==> src/rtl/csel_pkg.sv <==
// Segment layout for the carry-select adder.
// Assumes segment widths are positive. The layout total defines the word width.
package csel_pkg;

    localparam int unsigned NSEG = 6;

    // Width of segment i, lowest first.
    function automatic int unsigned seg_w(input int unsigned i);
        case (i)
            0:       return 4;
            1:       return 5;
            2:       return 6;
            3:       return 7;
            4:       return 8;
            default: return 2;
        endcase
    endfunction

    // Index of the lowest bit of segment i (i == NSEG gives the total width).
    function automatic int unsigned seg_lo(input int unsigned i);
        int unsigned acc;
        acc = 0;
        for (int unsigned k = 0; k < i; k++) acc += seg_w(k);
        return acc;
    endfunction

    localparam int unsigned SUM_W = seg_lo(NSEG);

endpackage

==> src/rtl/csa_ripple.sv <==
// Plain ripple-carry adder of W bits.
// Assumes nothing about its inputs. The result is purely combinational.
module csa_ripple #(
    parameter int unsigned W = 4
) (
    input  logic [W-1:0] a,
    input  logic [W-1:0] b,
    input  logic         ci,
    output logic [W-1:0] s,
    output logic         co
);

    logic [W:0] c;

    // Seed the chain with the incoming carry.
    assign c[0] = ci;

    genvar i;
    generate
        for (i = 0; i < W; i++) begin : g_fa
            // One full-adder cell per bit.
            assign s[i]   = a[i] ^ b[i] ^ c[i];
            assign c[i+1] = (a[i] & b[i]) | (c[i] & (a[i] ^ b[i]));
        end
    endgenerate

    // Carry leaving the top bit.
    assign co = c[W];

endmodule

==> src/rtl/csa_segment.sv <==
// One segment of the carry-select adder.
// With DUAL set, it precomputes results for carry-in 0 and 1 and selects with ci.
// Without it, the segment is a single ripple adder fed directly by ci.
// clk and rst_n serve only the local assertions.
module csa_segment #(
    parameter int unsigned W    = 4,
    parameter bit          DUAL = 1'b1
) (
    input  logic         clk,
    input  logic         rst_n,
    input  logic [W-1:0] a,
    input  logic [W-1:0] b,
    input  logic         ci,
    output logic [W-1:0] s,
    output logic         co
);

    generate
        if (DUAL) begin : g_dual
            logic [W-1:0] s_zero, s_one;
            logic         co_zero, co_one;

            csa_ripple #(.W(W)) u_zero (
                .a(a), .b(b), .ci(1'b0), .s(s_zero), .co(co_zero)
            );
            csa_ripple #(.W(W)) u_one (
                .a(a), .b(b), .ci(1'b1), .s(s_one), .co(co_one)
            );

            // Select sum and carry-out with the true incoming carry.
            always_comb begin
                s  = ci ? s_one  : s_zero;
                co = ci ? co_one : co_zero;
            end

            AST_CAND_STEP: assert property (@(posedge clk) disable iff (!rst_n)
                {co_one, s_one} == ({co_zero, s_zero} + (W+1)'(1)));
            AST_CAND_MONO: assert property (@(posedge clk) disable iff (!rst_n)
                co_zero |-> co_one);
        end else begin : g_single
            csa_ripple #(.W(W)) u_only (
                .a(a), .b(b), .ci(ci), .s(s), .co(co)
            );

            AST_BASE_EXACT: assert property (@(posedge clk) disable iff (!rst_n)
                {co, s} == ({1'b0, a} + {1'b0, b} + (W+1)'(ci)));
        end
    endgenerate

endmodule

==> src/rtl/csa_out_reg.sv <==
// Output register with synchronous active-low reset.
// Assumes d is settled at each rising edge.
module csa_out_reg #(
    parameter int unsigned W = 33
) (
    input  logic         clk,
    input  logic         rst_n,
    input  logic [W-1:0] d,
    output logic [W-1:0] q
);

    // Capture the adder result, or clear it under reset.
    always_ff @(posedge clk) begin
        if (!rst_n) q <= '0;
        else        q <= d;
    end

    AST_RESET_CLEAR: assert property (@(posedge clk) disable iff (!rst_n)
        $rose(rst_n) |-> (q == '0));

endmodule

==> src/rtl/sqrt_csel_adder.sv <==
// Square-root carry-select adder with a registered result.
// Segment widths come from csel_pkg. The lowest segment ripples from c_in, and
// every higher segment selects its precomputed result with the carry below.
// Assumes the inputs are known and stable at each rising edge.
module sqrt_csel_adder
    import csel_pkg::*;
#(
    parameter int unsigned WIDTH = SUM_W
) (
    input  logic             clk,
    input  logic             rst_n,
    input  logic [WIDTH-1:0] a_in,
    input  logic [WIDTH-1:0] b_in,
    input  logic             c_in,
    output logic [WIDTH-1:0] sum_out,
    output logic             c_out
);

    localparam int unsigned RES_W = WIDTH + 1;

    logic [NSEG:0]    seg_c;
    logic [WIDTH-1:0] sum_c;
    logic [RES_W-1:0] res_q;

    // The true carry enters the lowest segment.
    assign seg_c[0] = c_in;

    genvar g;
    generate
        for (g = 0; g < NSEG; g++) begin : g_seg
            localparam int unsigned LO = seg_lo(g);
            localparam int unsigned SW = seg_w(g);

            csa_segment #(.W(SW), .DUAL(g != 0)) u_seg (
                .clk   (clk),
                .rst_n (rst_n),
                .a     (a_in[LO+SW-1:LO]),
                .b     (b_in[LO+SW-1:LO]),
                .ci    (seg_c[g]),
                .s     (sum_c[LO+SW-1:LO]),
                .co    (seg_c[g+1])
            );
        end

        for (g = 1; g <= NSEG; g++) begin : g_bnd
            localparam int unsigned BL = seg_lo(g);
            AST_BOUNDARY_CARRY: assert property (@(posedge clk) disable iff (!rst_n)
                {{BL{1'b0}}, seg_c[g]} ==
                (({1'b0, a_in[BL-1:0]} + {1'b0, b_in[BL-1:0]} + {{BL{1'b0}}, c_in}) >> BL));
        end
    endgenerate

    csa_out_reg #(.W(RES_W)) u_out (
        .clk   (clk),
        .rst_n (rst_n),
        .d     ({seg_c[NSEG], sum_c}),
        .q     (res_q)
    );

    // Split the registered word into ports.
    assign sum_out = res_q[WIDTH-1:0];
    assign c_out   = res_q[WIDTH];

    AST_SUM_EXACT: assert property (@(posedge clk) disable iff (!rst_n)
        $past(rst_n) |-> ({c_out, sum_out} ==
        $past({1'b0, a_in} + {1'b0, b_in} + {{WIDTH{1'b0}}, c_in})));
    AST_CARRY_OUT: assert property (@(posedge clk) disable iff (!rst_n)
        $past(rst_n) |-> (c_out == $past((({1'b0, a_in} + {1'b0, b_in} +
        {{WIDTH{1'b0}}, c_in}) >> WIDTH) != '0)));

endmodule

==> config.mk <==
export PLATFORM = sky130hd
export DESIGN_NAME = sqrt_csel_adder
export DESIGN_NICKNAME = d
export VERILOG_FILES = /design/src/rtl/csel_pkg.sv /design/src/rtl/csa_ripple.sv /design/src/rtl/csa_segment.sv /design/src/rtl/csa_out_reg.sv /design/src/rtl/sqrt_csel_adder.sv
export SDC_FILE = /design/constraint.sdc
export NUM_CORES = 1
export LEC_CHECK = 0
export BUFFER_PORTS_ARGS = -buffer_cell sky130_fd_sc_hd__buf_2
export CAP_MARGIN = 20
export CORE_UTILIZATION = 35
export CTS_CLUSTER_SIZE = 8
export DETAILED_ROUTE_END_ITERATION = 16
export GPL_ROUTABILITY_DRIVEN = 0
export HOLD_SLACK_MARGIN = 0.08
export PLACE_DENSITY = 0.66
export SLEW_MARGIN = 30
export SYNTH_ARGS = -nofsm -noshare
export SYNTH_HDL_FRONTEND = slang
export SYNTH_SLANG_ARGS = --single-unit
==> constraint.sdc <==
create_clock -name clk -period 35.4 [get_ports clk]
set_clock_uncertainty 0.1 [all_clocks]
set_input_delay 7.08 -clock clk [delete_from_list [all_inputs] [get_ports clk]]
set_output_delay 7.08 -clock clk [all_outputs]
set_load 0.03 [all_outputs]
==> results.json, run 1 <==
{
  "outcome": "finished clean",
  "hpwl_mm": 2.62,
  "h-tree-depth": 2,
  "cts_buffers": 5,
  "relSlewSlack_pct": 70.2,
  "switching_share_pct": 33.2,
  "fin_crit_sh_pct": 51.2,
  "clockRootBuffer": "clkbuf_8",
  "nets": 356,
  "setup_violations": 0,
  "nFillCells": 455,
  "grt_pass1_wl_mm": 5.13,
  "pwr-share-clk_pct": 26.4,
  "worstHoldPathType": "input pin to register",
  "finalSetupTns_ns": 0,
  "ys_seq_area_share_pct": 37.5,
  "power.density_nw_per_um2": 42.6,
  "rsz0062_at_grt": "no",
  "power.leakage_nw": 1.31,
  "ir_drop_mv": 0.0142,
  "antenna_found_initial": 0,
  "drc": 0,
  "port_buffers": 99,
  "maxSlewViolCount": 0,
  "cp_slowest_stage_delay_ns": 0.46,
  "syn_to_final_growth_pct": 36.7,
  "worstSetupPathType": "input pin to register",
  "ctsResizeCount": 0,
  "worstPathArrival_ns": 18.23,
  "p_switching_mw": 0.0341,
  "startpoint": "a_in[0]",
  "cts_setup_buffers": 0,
  "tightest_slew_ns": 0.446,
  "drt_iter0_drc": 17,
  "rows": 25,
  "dp_slack_ns": 16.89,
  "synth_cells": 149,
  "start_kind": "input pin",
  "final_cell_area_um2": 2410,
  "hold_viol": 0,
  "cts.clk_slew.worst_paths_ns": 0.07,
  "power.internal_mw": 0.0685,
  "layout-drive-gt1-share_pct": 41.9,
  "clock_path_buffers": 2,
  "crit_path_max_fanout": 3,
  "grt_max_degree": 34,
  "largest_reg_flops": 33,
  "p_seq_share_pct": 42.0,
  "cp-end-kind": "register",
  "postSynthAreaPerCell_um2": 11.8,
  "cts.sinks": 33,
  "required_ns": 35.52,
  "fmax_mhz": 55.2,
  "worstSetupEndpoint": "u_out.q[31]$_SDFF_PN0_",
  "synth_top_area_cell": "dfxtp_1",
  "crit_path_top_delay_cell": "fa_1",
  "yosysWarnings": 0,
  "setup_ws_ns": 17.29,
  "hold_ws_ns": 7.06,
  "grt-ovfl-total": 0,
  "die-area_um2": 5320,
  "post-route-min-period_ns": 18.11,
  "dpl_cell_area_um2": 2320,
  "synth_area_um2": 1760,
  "synth.top_cells.by_count": "dfxtp_1, inv_1, fa_1",
  "synth_top_area_share_pct": 37.5,
  "firstDrtPassIters": 4,
  "die_w_um": 72.9,
  "core_um2": 4790,
  "tritoncts": "done",
  "synthDistinctLibCells": 14,
  "worst_path_most_repeated_cell": "fa_1",
  "synth_edf_count": 0,
  "cts-hold-fix-buffers": 0,
  "vias": 1262,
  "wirelength_mm": 3.14,
  "start_util_pct": 36.8,
  "synthFlopType": "dfxtp_1",
  "vias_per_cell": 3.94,
  "reg_top3": "u_out.q x33",
  "post-synth-top-count-cell": "dfxtp_1",
  "die_h_um": 72.9,
  "p_comb_share_pct": 31.6,
  "synth_area_leaders": "dfxtp_1, fa_1, and2_1, ha_1, inv_1",
  "ys_ff_latch": 33,
  "grt_pass1_vias": 1258,
  "maxCapViolCount": 0,
  "diodes": 0,
  "top_register": "u_out.q",
  "drt.antenna.violating_nets": 0,
  "grt_usage_pct": 13.0,
  "ys_async_sr_fraction_pct": 0,
  "ioPinCount": 100,
  "wl_per_cell_um": 9.81,
  "synth_fp_nets": 253
}
[worst min-delay path by stage]
stage	depth (start not counted)	slack, ns	from	to
2_1_floorplan	1	7.11	rst_n	u_out.q[31]$_SDFF_PN0_
3_3_place_gp	3	7.35	b_in[2]	u_out.q[2]$_SDFF_PN0_
3_5_place_dp	3	7.36	b_in[20]	u_out.q[20]$_SDFF_PN0_
4_1_cts	3	7.06	b_in[20]	u_out.q[20]$_SDFF_PN0_
5_1_grt	3	7.06	b_in[29]	u_out.q[29]$_SDFF_PN0_
6_report	3	7.06	b_in[21]	u_out.q[21]$_SDFF_PN0_
[critical path: cells and delay by family]
kind            cells  cell delay, ns
fa+ha+maj          27            9.67
simple gates        1            0.11
compound gates      2            0.38
mux                 3            0.52
buf+inv             7            0.48
[cell type report]
type	count	area (um^2)	area share [%]
clock inverter	2	10.0	0.416
multi-input combinational	82	968	40.2
sequential	33	661	27.4
clock buffer	6	72.6	3.01
tap	67	83.8	3.48
inverter	31	116	4.83
timing repair buffer	99	495	20.6
[placed cells by master (no fill, tap or decap)]
| cell type | n |
|---|---|
| xnor2_1 | 2 |
| and2b_1 | 4 |
| nor2b_1 | 3 |
| dfxtp_1 | 33 |
| clkbuf_1 | 1 |
| and2_1 | 26 |
| o21ai_0 | 2 |
| mux2i_1 | 3 |
| fa_1 | 27 |
| ha_1 | 10 |
| inv_1 | 31 |
| clkinv_2 | 2 |
| buf_2 | 99 |
| clkbuf_8 | 5 |
| xor2_1 | 3 |
| nand2_1 | 2 |
[power by group through the flow]
stage          clock network (mW)  logic [mW]  registers, mW
2_1_floorplan                   0      0.0109         0.0544
6_report                   0.0271      0.0324         0.0431
5_1_grt                    0.0305      0.0365         0.0436
3_5_place_dp                    0      0.0330         0.0439
3_3_place_gp                    0      0.0324         0.0439
4_1_cts                    0.0287      0.0331         0.0432
[cell families after synthesis]
family | after synthesis | synth area share, %
buffers and inverters | 34 | 7.46
flip-flops | 33 | 37.5
adder cells (fa/ha/maj) | 37 | 37.8
XOR/XNOR | 5 | 2.49
multiplexers | 3 | 1.71
AO/OA/AOI/OAI | 2 | 0.569
AND/OR/NAND/NOR | 35 | 12.4
[stage by stage]
| step | power, mW | cells | utilization [%] |
|---|---|---|---|
| floorplan | 0.0652 | 149 | - |
| global placement | 0.0763 | 312 | 48.6 |
| detailed placement | 0.0770 | 312 | 48.6 |
| CTS | 0.105 | 320 | 50.3 |
| global route | 0.111 | 320 | 50.3 |
| finish | 0.103 | 320 | 50.3 |
[layer usage]
metal / part of all wire [%] / track usage (%) / vias to the layer above
met2: 49 / 21.9 / 66
met3: 9.2 / 5.25 / 4
met4: 1.3 / 5.23 / 0
met5: 0 / 0 / -
li1: - / - / 629
met1: 40 / 14.6 / 563
(Power assumes the default switching activity.)
==> inputs of run 2 (changes only) <==
Clock period 35.4 ns to 17.7 ns, I/O delays scaled along.
==> run 2 against run 1 <==
Highest routed layer unchanged; sequential cell count did not move; largest power group unchanged; sequential power rose by 100%; total power rose by 100%; cell area rose by 0.16%; combinational power rose by 100%; global-route usage barely moved; cell count did not move; clock-buffer cell count fell by 1; die area did not move; sequential share of layout area barely moved.
==> results.json, run 2 (synthesis gave the netlist of run 1 again) <==
{
  "worstPathArrival_ns": 14.69,
  "grt_usage_pct": 13.0,
  "tightest_slew_ns": 0.455,
  "port_buffers": 99,
  "worstHoldPathType": "input pin to register",
  "holdPathEnd": "u_out.q[29]$_SDFF_PN0_",
  "final-seq-area_um2": 661,
  "top_register": "u_out.q",
  "cts-hold-fix-buffers": 0,
  "ioPinCount": 100,
  "placed_cells": 312,
  "tritoncts": "done",
  "fin_cells": 320,
  "ctsResizeCount": 0,
  "wl_per_cell_um": 9.64,
  "relSlewSlack_pct": 69.7,
  "cp-end-kind": "register",
  "maxSlewViolCount": 0,
  "worst_path_most_repeated_cell": "fa_1",
  "vias_per_cell": 4.07,
  "post-route-min-period_ns": 14.57,
  "rsz0062_at_grt": "no",
  "hold_depth": 3,
  "drt.antenna.violating_nets": 0,
  "h-tree-depth": 2,
  "layout-drive-gt1-share_pct": 42.3,
  "syn_to_final_growth_pct": 37.0,
  "worstSetupPathType": "input pin to register",
  "clock_path_buffers": 2,
  "start_util_pct": 36.8,
  "outcome": "finished clean",
  "largest_reg_flops": 33,
  "power.leakage_nw": 1.31,
  "nets": 356,
  "final_common_cell": "buf_2",
  "cts.sinks": 33,
  "cp_slowest_stage_delay_ns": 0.44,
  "die-area_um2": 5320,
  "hpwl_mm": 2.61,
  "crit_path_top_delay_cell": "fa_1",
  "multi_input_area_um2": 968,
  "firstDrtPassIters": 4,
  "grt_pass1_wl_mm": 5.17,
  "cts_buffers": 5,
  "ir_drop_mv": 0.0322,
  "clockRootBuffer": "clkbuf_8",
  "nFillCells": 464,
  "worstHoldStart": "b_in[29]",
  "vias": 1301,
  "drc": 0,
  "drt_iter0_drc": 19,
  "fmax_mhz": 68.6,
  "cts_setup_buffers": 0,
  "grtUsageMet1_pct": 15.4,
  "die_h_um": 72.9,
  "cts.clk_slew.worst_paths_ns": 0.07,
  "grt_pass1_vias": 1288,
  "core_um2": 4790,
  "wirelength_mm": 3.09,
  "fin_crit_sh_pct": 82.3,
  "start_kind": "input pin",
  "grt_util_met2_pct": 20.6,
  "antenna_found_initial": 0,
  "setup_violations": 0,
  "reg_top3": "u_out.q x33",
  "maxCapViolCount": 0,
  "rows": 25,
  "diodes": 0,
  "busiest_layer": "met2",
  "total_power_mw": 0.206,
  "grtUsageMet3_pct": 5.39,
  "crit_path_max_fanout": 3,
  "required_ns": 17.82,
  "power.density_nw_per_um2": 85.3,
  "die_w_um": 72.9,
  "grt_max_degree": 34,
  "final_cell_mix": "buf_2, dfxtp_1, inv_1, fa_1, and2_1",
  "finalSetupTns_ns": 0,
  "grt-ovfl-total": 0,
  "hold_viol": 0
}
## run 2: cell count changes in the layout (fill, tap and decap cells not counted)
cell        delta
clkinvlp_4     +1
clkbuf_1       -1
## run 2: through the flow
step / hold slack [ns] / utilization [%] / area, um^2 / setup slack [ns]
6_report: 3.52 / 50.4 / 2410 / 3.13
5_1_grt: 3.53 / 50.4 / 2410 / 2.59
4_1_cts: 3.51 / 50.4 / 2410 / 3.07
3_5_place_dp: 3.81 / 48.6 / 2320 / 2.76
3_3_place_gp: 3.81 / 48.6 / 2320 / 2.89
2_1_floorplan: 3.57 / - / 1760 / 3.45
## run 2: worst max-delay path: cells and delay by family
family | cells | cell delay (ns)
and+or+nand+nor | 1 | 0.11
AOI/OAI and AO/OA | 2 | 0.38
muxes | 3 | 0.51
buffers and inverters | 7 | 0.48
adders and majority gates | 27 | 9.66
## run 2: how the worst max path moves through the flow
stage | from | to | slack [ns] | cells past startpoint
floorplan | a_in[0] | u_out.q[31]$_SDFF_PN0_ | 3.45 | 39
global placement | a_in[0] | u_out.q[31]$_SDFF_PN0_ | 2.89 | 40
detailed placement | a_in[0] | u_out.q[31]$_SDFF_PN0_ | 2.76 | 40
CTS | a_in[0] | u_out.q[31]$_SDFF_PN0_ | 3.07 | 40
global route | a_in[0] | u_out.q[31]$_SDFF_PN0_ | 2.59 | 40
finish | a_in[0] | u_out.q[31]$_SDFF_PN0_ | 3.13 | 40
## run 2: final cells by class
type / instances / area share, %
clock buffers: 5 / 2.85
clock inverters: 3 / 0.727
flip-flops and latches: 33 / 27.4
multi-input cells: 82 / 40.2
inverters: 31 / 4.83
repair buffers: 99 / 20.6
well taps: 67 / 3.48
## run 2: power breakdown
part           switching [mW]  internal, mW  leakage [nW]
registers             0.00213        0.0842         0.275
clock network          0.0271        0.0271        0.0439
logic                  0.0392        0.0259         0.987
## run 2: layer usage
| metal | routed length [um] | vias to the layer above |
|---|---|---|
| li1 | - | 630 |
| met4 | 79 | 0 |
| met5 | 0 | - |
| met2 | 1450 | 71 |
| met1 | 1260 | 592 |
| met3 | 295 | 8 |
==> inputs of run 3 (changes only) <==
Clock period 17.7 ns to 14.5 ns, I/O delays scaled along.
==> run 3 against run 2 <==
Non-clock buffer count unchanged; clock-buffer cell count unchanged; hold slack lost 0.63 ns; first-iteration DRC count down 26%; cell count unchanged; global-route usage up 0.27 points; sequential share of layout area down 0.56 points; worst setup slack lost 2.5 ns; sequential cell count unchanged; sequential power increased by 22%; utilization is 1.0 points higher; critical path type unchanged.
==> results.json, run 3 (synthesis gave the netlist of run 1 again) <==
{
  "cp_top_family": "adder cells",
  "maxSlewViolCount": 0,
  "worstPathArrival_ns": 14.02,
  "rows": 25,
  "die_h_um": 72.9,
  "grt_max_degree": 34,
  "clockRootBuffer": "clkbuf_8",
  "firstDrtPassIters": 4,
  "clock_path_buffers": 2,
  "layout-drive-gt1-share_pct": 42.7,
  "power.internal_mw": 0.203,
  "required_ns": 14.62,
  "reg_top3": "u_out.q x33",
  "vias_per_cell": 3.93,
  "largest_reg_flops": 33,
  "p_comb_share_pct": 27.8,
  "fmax_mhz": 71.9,
  "power.leakage_nw": 1.33,
  "wl_per_cell_um": 9.92,
  "relSlewSlack_pct": 70.0,
  "switching_share_pct": 29.4,
  "start_util_pct": 36.8,
  "grt_pass1_wl_mm": 5.24,
  "drt_iter0_drc": 14,
  "pwr-share-clk_pct": 35.5,
  "cts.sinks": 33,
  "cts_setup_buffers": 0,
  "worstHoldStart": "b_in[29]",
  "drt.antenna.violating_nets": 0,
  "hpwl_mm": 2.66,
  "setup_violations": 0,
  "die_w_um": 72.9,
  "ioPinCount": 100,
  "cp-end-kind": "register",
  "power.density_nw_per_um2": 117,
  "hold_viol": 0,
  "worstHoldPathType": "input pin to register",
  "grt-ovfl-total": 0,
  "start_kind": "input pin",
  "p_seq_share_pct": 36.7,
  "top_register": "u_out.q",
  "worstSetupPathType": "input pin to register",
  "wirelength_mm": 3.17,
  "diodes": 0,
  "die-area_um2": 5320,
  "worst_path_most_repeated_cell": "fa_1",
  "holdPathEnd": "u_out.q[29]$_SDFF_PN0_",
  "total_power_mw": 0.287,
  "tritoncts": "done",
  "final_common_cell": "buf_2",
  "fin_crit_sh_pct": 95.9,
  "antenna_found_initial": 0,
  "maxCapViolCount": 0,
  "crit_path_top_delay_cell": "fa_1",
  "cp_slowest_stage_delay_ns": 0.43,
  "outcome": "finished clean",
  "crit_path_max_fanout": 3,
  "core_um2": 4790,
  "grt_pass1_vias": 1262,
  "vias": 1256,
  "syn_to_final_growth_pct": 39.8,
  "finalSetupTns_ns": 0,
  "ir_drop_mv": 0.0354,
  "final_cell_mix": "buf_2, dfxtp_1, inv_1, and2_1, fa_1",
  "tightest_slew_ns": 0.450,
  "cts.clk_slew.worst_paths_ns": 0.07,
  "rsz0062_at_grt": "no",
  "p_switching_mw": 0.0843,
  "drc": 0,
  "hold_depth": 3,
  "cts_buffers": 5,
  "port_buffers": 99,
  "grt_usage_pct": 13.3,
  "nets": 356,
  "h-tree-depth": 2,
  "crit_buf_inv": 7,
  "post-route-min-period_ns": 13.90
}
## run 3: stage by stage
step | hold slack, ns | cell area (um^2) | utilization [%] | std cells | worst slack [ns]
CTS | 2.88 | 2460 | 51.4 | 320 | 0.408
global route | 2.89 | 2460 | 51.4 | 320 | 0.0253
global placement | 3.16 | 2320 | 48.6 | 312 | 0.276
detailed placement | 3.18 | 2320 | 48.6 | 312 | 0.151
floorplan | 2.93 | 1760 | - | 149 | 0.888
finish | 2.89 | 2460 | 51.4 | 320 | 0.596
## run 3: timing repair
action | CTS | global route
hold buffers | 0 | 0
gates resized for setup | 0 | 2
setup endpoints to repair | 0 | 1
## run 3: worst max path at each step
stage	from	to	slack (ns)	cells past startpoint
CTS	a_in[0]	u_out.q[31]$_SDFF_PN0_	0.41	40
global placement	a_in[0]	u_out.q[31]$_SDFF_PN0_	0.28	40
floorplan	a_in[0]	u_out.q[31]$_SDFF_PN0_	0.89	39
global route	a_in[0]	u_out.q[31]$_SDFF_PN0_	0.03	40
detailed placement	a_in[0]	u_out.q[31]$_SDFF_PN0_	0.15	40
finish	a_in[0]	u_out.q[31]$_SDFF_PN0_	0.60	40
## run 3: power groups by stage
| stage | sequential [mW] | clock [mW] | combinational, mW |
|---|---|---|---|
| finish | 0.105 | 0.102 | 0.0798 |
| global route | 0.106 | 0.110 | 0.0910 |
| CTS | 0.105 | 0.105 | 0.0816 |
| detailed placement | 0.107 | 0 | 0.0815 |
| global placement | 0.107 | 0 | 0.0794 |
| floorplan | 0.133 | 0 | 0.0265 |
## run 3: area by class of cell
cell class | count | area [um^2]
repair buffers | 99 | 495
multi-input cells | 82 | 971
fillers | 452 | 2320
well taps | 67 | 83.8
clock buffers | 5 | 68.8
inverters | 31 | 116
clock inverters | 3 | 65.1
flip-flops and latches | 33 | 661
## run 3: routing by layer
| metal | vias up | track usage [%] | share of wire (%) |
|---|---|---|---|
| li1 | 628 | - | - |
| met1 | 557 | 15.6 | 38 |
| met2 | 67 | 21.7 | 49 |
| met3 | 4 | 5.39 | 11 |
| met4 | 0 | 5.23 | 1.3 |
| met5 | - | 0 | 0 |
